**src/rtl/tlb_rights_pkg.sv**
```systemverilog
package tlb_rights_pkg;

    localparam int VA_W      = 32;
    localparam int PA_W      = 32;
    localparam int PAGE_BITS = 12;
    localparam int VPN_W     = VA_W - PAGE_BITS;
    localparam int PFN_W     = PA_W - PAGE_BITS;

    typedef logic [1:0] rights_t;

    typedef struct packed {
        logic             valid;
        logic [VPN_W-1:0] vpn;
        logic [PFN_W-1:0] pfn;
        rights_t          rights;
    } tlb_entry_t;

    typedef enum logic [1:0] {
        ACC_NONE = 2'd0,
        ACC_RO   = 2'd1,
        ACC_RW   = 2'd2
    } access_e;

    typedef struct packed {
        logic            valid;
        logic            hit;
        logic            miss;
        logic            fault;
        logic            pa_valid;
        logic [PA_W-1:0] paddr;
    } tlb_rsp_t;

    // Supervisor always keeps read access; user can be locked out.
    function automatic access_e decode_rights(rights_t r, logic super_mode);
        access_e a;
        if (super_mode) begin
            a = (r == 2'b00) ? ACC_RO : ACC_RW;
        end else begin
            case (r)
                2'b11:   a = ACC_RW;
                2'b10:   a = ACC_RO;
                default: a = ACC_NONE;
            endcase
        end
        return a;
    endfunction

    function automatic logic access_ok(access_e a, logic is_write);
        logic ok;
        case (a)
            ACC_RW:  ok = 1'b1;
            ACC_RO:  ok = ~is_write;
            default: ok = 1'b0;
        endcase
        return ok;
    endfunction

endpackage

```
**src/rtl/tlb_store.sv**
```systemverilog
module tlb_store
    import tlb_rights_pkg::*;
#(
    parameter int ENTRIES = 8
) (
    input  logic                   clk,
    input  logic                   rst,
    input  logic                   flush,
    input  logic                   fill_valid,
    input  logic [VPN_W-1:0]       fill_vpn,
    input  logic [PFN_W-1:0]       fill_pfn,
    input  rights_t                fill_rights,
    output tlb_entry_t [ENTRIES-1:0] entries
);

    localparam int PTR_W = (ENTRIES > 1) ? $clog2(ENTRIES) : 1;
    localparam logic [PTR_W-1:0] PTR_LAST = PTR_W'(ENTRIES - 1);

    tlb_entry_t       slot_q [ENTRIES];
    logic [PTR_W-1:0] ptr_q;
    logic             do_fill;

    assign do_fill = fill_valid & ~flush;

    always_ff @(posedge clk) begin
        if (rst) begin
            for (int i = 0; i < ENTRIES; i++) begin
                slot_q[i] <= '0;
            end
            ptr_q <= '0;
        end else if (flush) begin
            for (int i = 0; i < ENTRIES; i++) begin
                slot_q[i].valid <= 1'b0;
            end
        end else if (do_fill) begin
            slot_q[ptr_q] <= '{valid: 1'b1, vpn: fill_vpn, pfn: fill_pfn, rights: fill_rights};
            ptr_q         <= (ptr_q == PTR_LAST) ? '0 : ptr_q + 1'b1;
        end
    end

    generate
        for (genvar g = 0; g < ENTRIES; g++) begin : g_out
            assign entries[g] = slot_q[g];
        end
    endgenerate

    logic [ENTRIES-1:0] valid_vec;
    always_comb begin
        for (int i = 0; i < ENTRIES; i++) begin
            valid_vec[i] = slot_q[i].valid;
        end
    end

    // one cycle after a flush nothing is valid
    a_r8_flush_clears: assert property (@(posedge clk) disable iff (rst)
        flush |=> (valid_vec == '0));

    // a refill lands valid in the slot the pointer held
    a_r7_fill_lands: assert property (@(posedge clk) disable iff (rst)
        do_fill |=> (slot_q[$past(ptr_q)].valid && slot_q[$past(ptr_q)].vpn == $past(fill_vpn)));

endmodule

```
**src/rtl/tlb_match.sv**
```systemverilog
module tlb_match
    import tlb_rights_pkg::*;
#(
    parameter int ENTRIES = 8
) (
    input  tlb_entry_t [ENTRIES-1:0] entries,
    input  logic [VPN_W-1:0]         vpn,
    output logic [ENTRIES-1:0]       match,
    output logic                     hit,
    output tlb_entry_t               sel
);

    generate
        for (genvar g = 0; g < ENTRIES; g++) begin : g_cmp
            assign match[g] = entries[g].valid && (entries[g].vpn == vpn);
        end
    endgenerate

    assign hit = |match;

    // lowest matching slot wins
    always_comb begin
        sel = '0;
        for (int i = ENTRIES - 1; i >= 0; i--) begin
            if (match[i]) sel = entries[i];
        end
    end

endmodule

```
**src/rtl/tlb_perm.sv**
```systemverilog
module tlb_perm
    import tlb_rights_pkg::*;
(
    input  rights_t rights,
    input  logic    super_mode,
    input  logic    is_write,
    output access_e level,
    output logic    allow
);

    assign level = decode_rights(rights, super_mode);
    assign allow = access_ok(level, is_write);

endmodule

```
**src/rtl/tlb_rights.sv**
```systemverilog
module tlb_rights
    import tlb_rights_pkg::*;
#(
    parameter int ENTRIES = 8
) (
    input  logic             clk,
    input  logic             rst,
    input  logic             req_valid,
    input  logic [VA_W-1:0]  req_vaddr,
    input  logic             req_write,
    input  logic             req_super,
    input  logic             flush,
    input  logic             fill_valid,
    input  logic [VPN_W-1:0] fill_vpn,
    input  logic [PFN_W-1:0] fill_pfn,
    input  logic [1:0]       fill_rights,
    output logic             rsp_valid,
    output logic             rsp_hit,
    output logic             rsp_miss,
    output logic             rsp_fault,
    output logic             rsp_pa_valid,
    output logic [PA_W-1:0]  rsp_paddr
);

    tlb_entry_t [ENTRIES-1:0] entries;
    logic [ENTRIES-1:0]       match;
    logic                     hit;
    tlb_entry_t               sel;
    access_e                  level;
    logic                     allow;
    tlb_rsp_t                 rsp_q;
    logic [VPN_W-1:0]         req_vpn;
    logic [PAGE_BITS-1:0]     req_off;

    assign req_vpn = req_vaddr[VA_W-1:PAGE_BITS];
    assign req_off = req_vaddr[PAGE_BITS-1:0];

    tlb_store #(.ENTRIES(ENTRIES)) u_store (
        .clk         (clk),
        .rst         (rst),
        .flush       (flush),
        .fill_valid  (fill_valid),
        .fill_vpn    (fill_vpn),
        .fill_pfn    (fill_pfn),
        .fill_rights (fill_rights),
        .entries     (entries)
    );

    tlb_match #(.ENTRIES(ENTRIES)) u_match (
        .entries (entries),
        .vpn     (req_vpn),
        .match   (match),
        .hit     (hit),
        .sel     (sel)
    );

    tlb_perm u_perm (
        .rights     (sel.rights),
        .super_mode (req_super),
        .is_write   (req_write),
        .level      (level),
        .allow      (allow)
    );

    always_ff @(posedge clk) begin
        if (rst) begin
            rsp_q <= '0;
        end else begin
            rsp_q.valid    <= req_valid;
            rsp_q.hit      <= req_valid & hit;
            rsp_q.miss     <= req_valid & ~hit;
            rsp_q.fault    <= req_valid & hit & ~allow;
            rsp_q.pa_valid <= req_valid & hit & allow;
            rsp_q.paddr    <= (req_valid & hit & allow) ? {sel.pfn, req_off} : '0;
        end
    end

    assign rsp_valid    = rsp_q.valid;
    assign rsp_hit      = rsp_q.hit;
    assign rsp_miss     = rsp_q.miss;
    assign rsp_fault    = rsp_q.fault;
    assign rsp_pa_valid = rsp_q.pa_valid;
    assign rsp_paddr    = rsp_q.paddr;

    // at most one entry matches (distinct pages assumed)
    a_r2_single_match: assert property (@(posedge clk) disable iff (rst)
        $onehot0(match));

    // a miss never faults and never yields an address
    a_r3_miss_clean: assert property (@(posedge clk) disable iff (rst)
        rsp_miss |-> (!rsp_fault && !rsp_pa_valid && rsp_paddr == '0));

    // a fault suppresses the address
    a_r6_fault_blocks: assert property (@(posedge clk) disable iff (rst)
        rsp_fault |-> (rsp_hit && !rsp_pa_valid && rsp_paddr == '0));

    // supervisor read of a present page is always granted
    a_r5_super_reads: assert property (@(posedge clk) disable iff (rst)
        (req_valid && req_super && !req_write && hit) |=> (rsp_pa_valid && !rsp_fault));

    // no request, quiet response
    a_r10_idle_quiet: assert property (@(posedge clk) disable iff (rst)
        !req_valid |=> (!rsp_valid && !rsp_hit && !rsp_miss && !rsp_fault && !rsp_pa_valid));

endmodule

```
**config.mk**
```make
export PLATFORM = sky130hd
export DESIGN_NAME = tlb_rights
export DESIGN_NICKNAME = d
export VERILOG_FILES = /design/src/rtl/tlb_rights_pkg.sv /design/src/rtl/tlb_store.sv /design/src/rtl/tlb_match.sv /design/src/rtl/tlb_perm.sv /design/src/rtl/tlb_rights.sv
export SDC_FILE = /design/constraint.sdc
export NUM_CORES = 1
export LEC_CHECK = 0
export BUFFER_PORTS_ARGS = -buffer_cell sky130_fd_sc_hd__buf_2
export CAP_MARGIN = 30
export CORE_AREA = 2 2 176 178
export CTS_CLUSTER_SIZE = 28
export DETAILED_ROUTE_END_ITERATION = 8
export DIE_AREA = 0 0 178 180
export HOLD_SLACK_MARGIN = 0.15
export PLACE_DENSITY = 0.87
export SETUP_SLACK_MARGIN = 0.1
export SKIP_LAST_GASP = 1
export SYNTH_ARGS = -nofsm -noshare
export SYNTH_HDL_FRONTEND = slang
export SYNTH_SLANG_ARGS = --single-unit
```
**constraint.sdc**
```tcl
create_clock -name clk -period 4.03 [get_ports clk]
set_input_delay 0.2015 -clock clk [delete_from_list [all_inputs] [get_ports clk]]
set_output_delay 0.2015 -clock clk [all_outputs]
set_load 0.1 [all_outputs]
```
==> flow_metrics.tcl <==
set metrics [dict create \
    cts_tree "yes" \
    cts-root-buf "clkbuf_16" \
    p_per_area_mw_per_mm2 425 \
    wl_per_cell_um 23.6 \
    fmax_mhz 259 \
    synth_cell_types 48 \
    ys_async_sr_fraction_pct 0 \
    gr-total-overflow 0 \
    die_x_um 178 \
    min_period_over_period_pct 95.7 \
    vias_per_cell 5.96 \
    grt_pass1_vias 11813 \
    fillers 1949 \
    syn_area_per_cell_um2 12.8 \
    intPower_mw 6.79 \
    port_buffers 117 \
    dp_hpwl_um 27400 \
    final_common_cell "and2_1" \
    num_io_pins 118 \
    drc 0 \
    mostFrequentLayoutCells "341 x and2_1, 336 x edfxtp_1, 117 x buf_2" \
    synth_ff_type "edfxtp_1" \
    seq_power_share_pct 52.0 \
    place_congestion 0.915 \
    wl_met3_um 5190 \
    period_minus_slack_ns 3.86 \
    drv_cap 0 \
    rows 64 \
    synth.net_count 1446 \
    grt_max_degree 44 \
    cts_buffer_depth 3 \
    drt_iter0_markers 1520 \
    yosys_warnings 0 \
    final_layout_size_suffix_gt1_share_pct 15.2 \
    antenna_found_initial 0 \
    ant_nets 0 \
    critical_path.max_fanout 21 \
    ys_ff_latch 384 \
    wl_um 45900 \
    chipHeight_um 180 \
    place_area_mm2 0.0185 \
    p_sw_share_pct 21.5 \
    finalInstanceArea_mm2 0.0204 \
    hold_class "input port to flip-flop" \
    setup_tns_ns 0 \
    synth_edf_count 336 \
    wl_met2_um 21800 \
    start_util_pct 57.9 \
    clk_pin_slew_ns 0.06 \
    core_mm2 0.0302 \
    htree_levels 2 \
    finalNetCount 1609 \
    critPathKind "flip-flop to flip-flop" \
    leakage_nw 8.30 \
    clk_latency_ns 0.53 \
    skew_ns 0.0164 \
    drv_slew 0 \
    grtUsageTotal_pct 29.1 \
    m1WireLength_um 17600 \
    status "complete, no violations" \
    dr.pass1.iters 6 \
    max_slew.worst_pin.slew_ns 0.760 \
    synthesis.area_mm2 0.0175 \
    netlist_instances 1361 \
    vdd_ir_drop_max_mv 0.237 \
    hold_viol 0 \
    crit_required_ns 4.49 \
    crit_path_end_kind "flip-flop" \
    critPathLaunchType "flip-flop" \
    slew_headroom_pct 49.3 \
    combPwrFrac_pct 5.9 \
    clock_sinks 384 \
    n_antenna_cell 0 \
    p_sw_mw 1.86 \
    rsz0062_at_grt "false" \
    dieArea_mm2 0.0320 \
    grt_pass1_wl_um 70100 \
    p_clk_share_pct 42.0 \
    num_vias 11607 \
    synth_seq_area_share_pct 63.2 \
    worst_ep_arrival_time_ns 4.32 \
    syn_to_final_growth_pct 16.4 \
    cts_made_buffers 38 \
    highest_layer "met4" \
    setup_viol 0 \
]
-- stage by stage --
step | power, mW | worst slack (ns) | cells | hold WS [ns] | util, %
detailed placement | 5.04 | 0.188 | 1826 | 0.431 | 61.4
floorplan | 4.82 | 0.984 | 1361 | 0.292 | -
finish | 8.65 | 0.173 | 1948 | 0.171 | 67.4
global route | 8.86 | 0.117 | 1948 | 0.184 | 67.4
CTS | 8.64 | 0.267 | 1948 | 0.157 | 67.4
global placement | 5.02 | 0.305 | 1826 | 0.427 | 61.4
-- per-layer routing --
layer	vias up	global-route usage [%]
met5	-	0
met3	106	5.60
li1	5115	-
met1	5629	40.7
met4	0	9.08
met2	757	46.3
-- cells by family (layout without fill, tap and decap cells) --
logic type	count (synthesis)	in the layout	synth area share, %
AO/OA/AOI/OAI	152	152	6.39
XOR/XNOR	157	157	7.87
adder cells (fa/ha/maj)	6	6	0.408
buffers and inverters	116	307	3.01
flip-flops	384	384	63.2
multiplexers	21	21	1.20
AND/OR/NAND/NOR	525	525	17.9
-- path summary, 6_finish.rpt --
kind / startpoint / endpoint / slack (ns) / depth (start not counted)
setup / recovery: u_store.slot_q[5][40] / rsp_paddr[14] / 0.17 / 13
hold / removal: fill_valid / u_store.ptr_q[2] / 0.17 / 4
setup reg to reg: u_store.slot_q[5][40] / rsp_paddr[14] / 0.17 / 13
hold reg to reg: u_store.slot_q[7][42] / u_store.slot_q[7][42] / 0.45 / 1
-- sequential cells by signal, summed over array words and instances, names as in the netlist --
| name | flops |
|---|---|
| rsp_miss | 1 |
| rsp_paddr | 32 |
| u_store.ptr_q | 3 |
| rsp_valid | 1 |
| rsp_hit | 1 |
| rsp_fault | 1 |
| rsp_pa_valid | 1 |
| u_store.slot_q | 344 |
-- power by group through the flow --
stage          registers (mW)  clock network [mW]  logic [mW]
6_report                 4.50                3.64       0.514
3_5_place_dp             4.58                   0       0.455
5_1_grt                  4.51                3.81       0.540
3_3_place_gp             4.57                   0       0.443
2_1_floorplan            4.58                   0       0.241
4_1_cts                  4.50                3.64       0.502
-- cell type report --
type	count	area, µm²	area share [%]
clock inverter	14	170	0.836
timing repair buffer	211	1490	7.32
sequential	384	11100	54.3
clock buffer	54	1100	5.42
inverter	28	105	0.516
tap	396	495	2.43
multi-input combinational	861	5940	29.2
-- synthesized netlist by cell type, types with 19 or more instances --
cell type  count  area share, %
nor4_1        19           0.68
xnor2_1       88            4.4
nand4_1       22           0.79
mux2i_1       21            1.2
xor2_1        69            3.5
dfxtp_1       48            5.5
nand2_1       29           0.62
a21oi_1       24           0.69
inv_1         26           0.56
edfxtp_1     336             58
o21ai_0       44            1.3
and2_1       341             12
o211a_1       21            1.2
a211o_1       21            1.1
and3_1        38            1.4
a221o_1       20            1.1
nor2_1        33           0.71
clkbuf_1      60            1.3
-- worst max-delay path, stage by stage (launching register included) --
cell	delay, ns
edfxtp_1	0.38
xor2_1	0.17
nor4_1	0.66
nand4_1	0.26
nor3_1	0.28
a311oi_2	0.08
o311ai_1	0.49
nand2_1	0.12
maj3_1	0.35
ha_1	0.31
nor2_1	0.15
and2_1	0.19
buf_12	0.18
o211a_1	0.17
-- what timing repair did --
action | 4_1_cts | 5_1_grt
endpoints found under the setup margin | 0 | 20
setup buffers | 0 | 0
resized for setup | 0 | 1
hold buffers | 54 | 0
endpoints found under the hold margin | 336 | 0
Power figures use the tool's default switching activity.
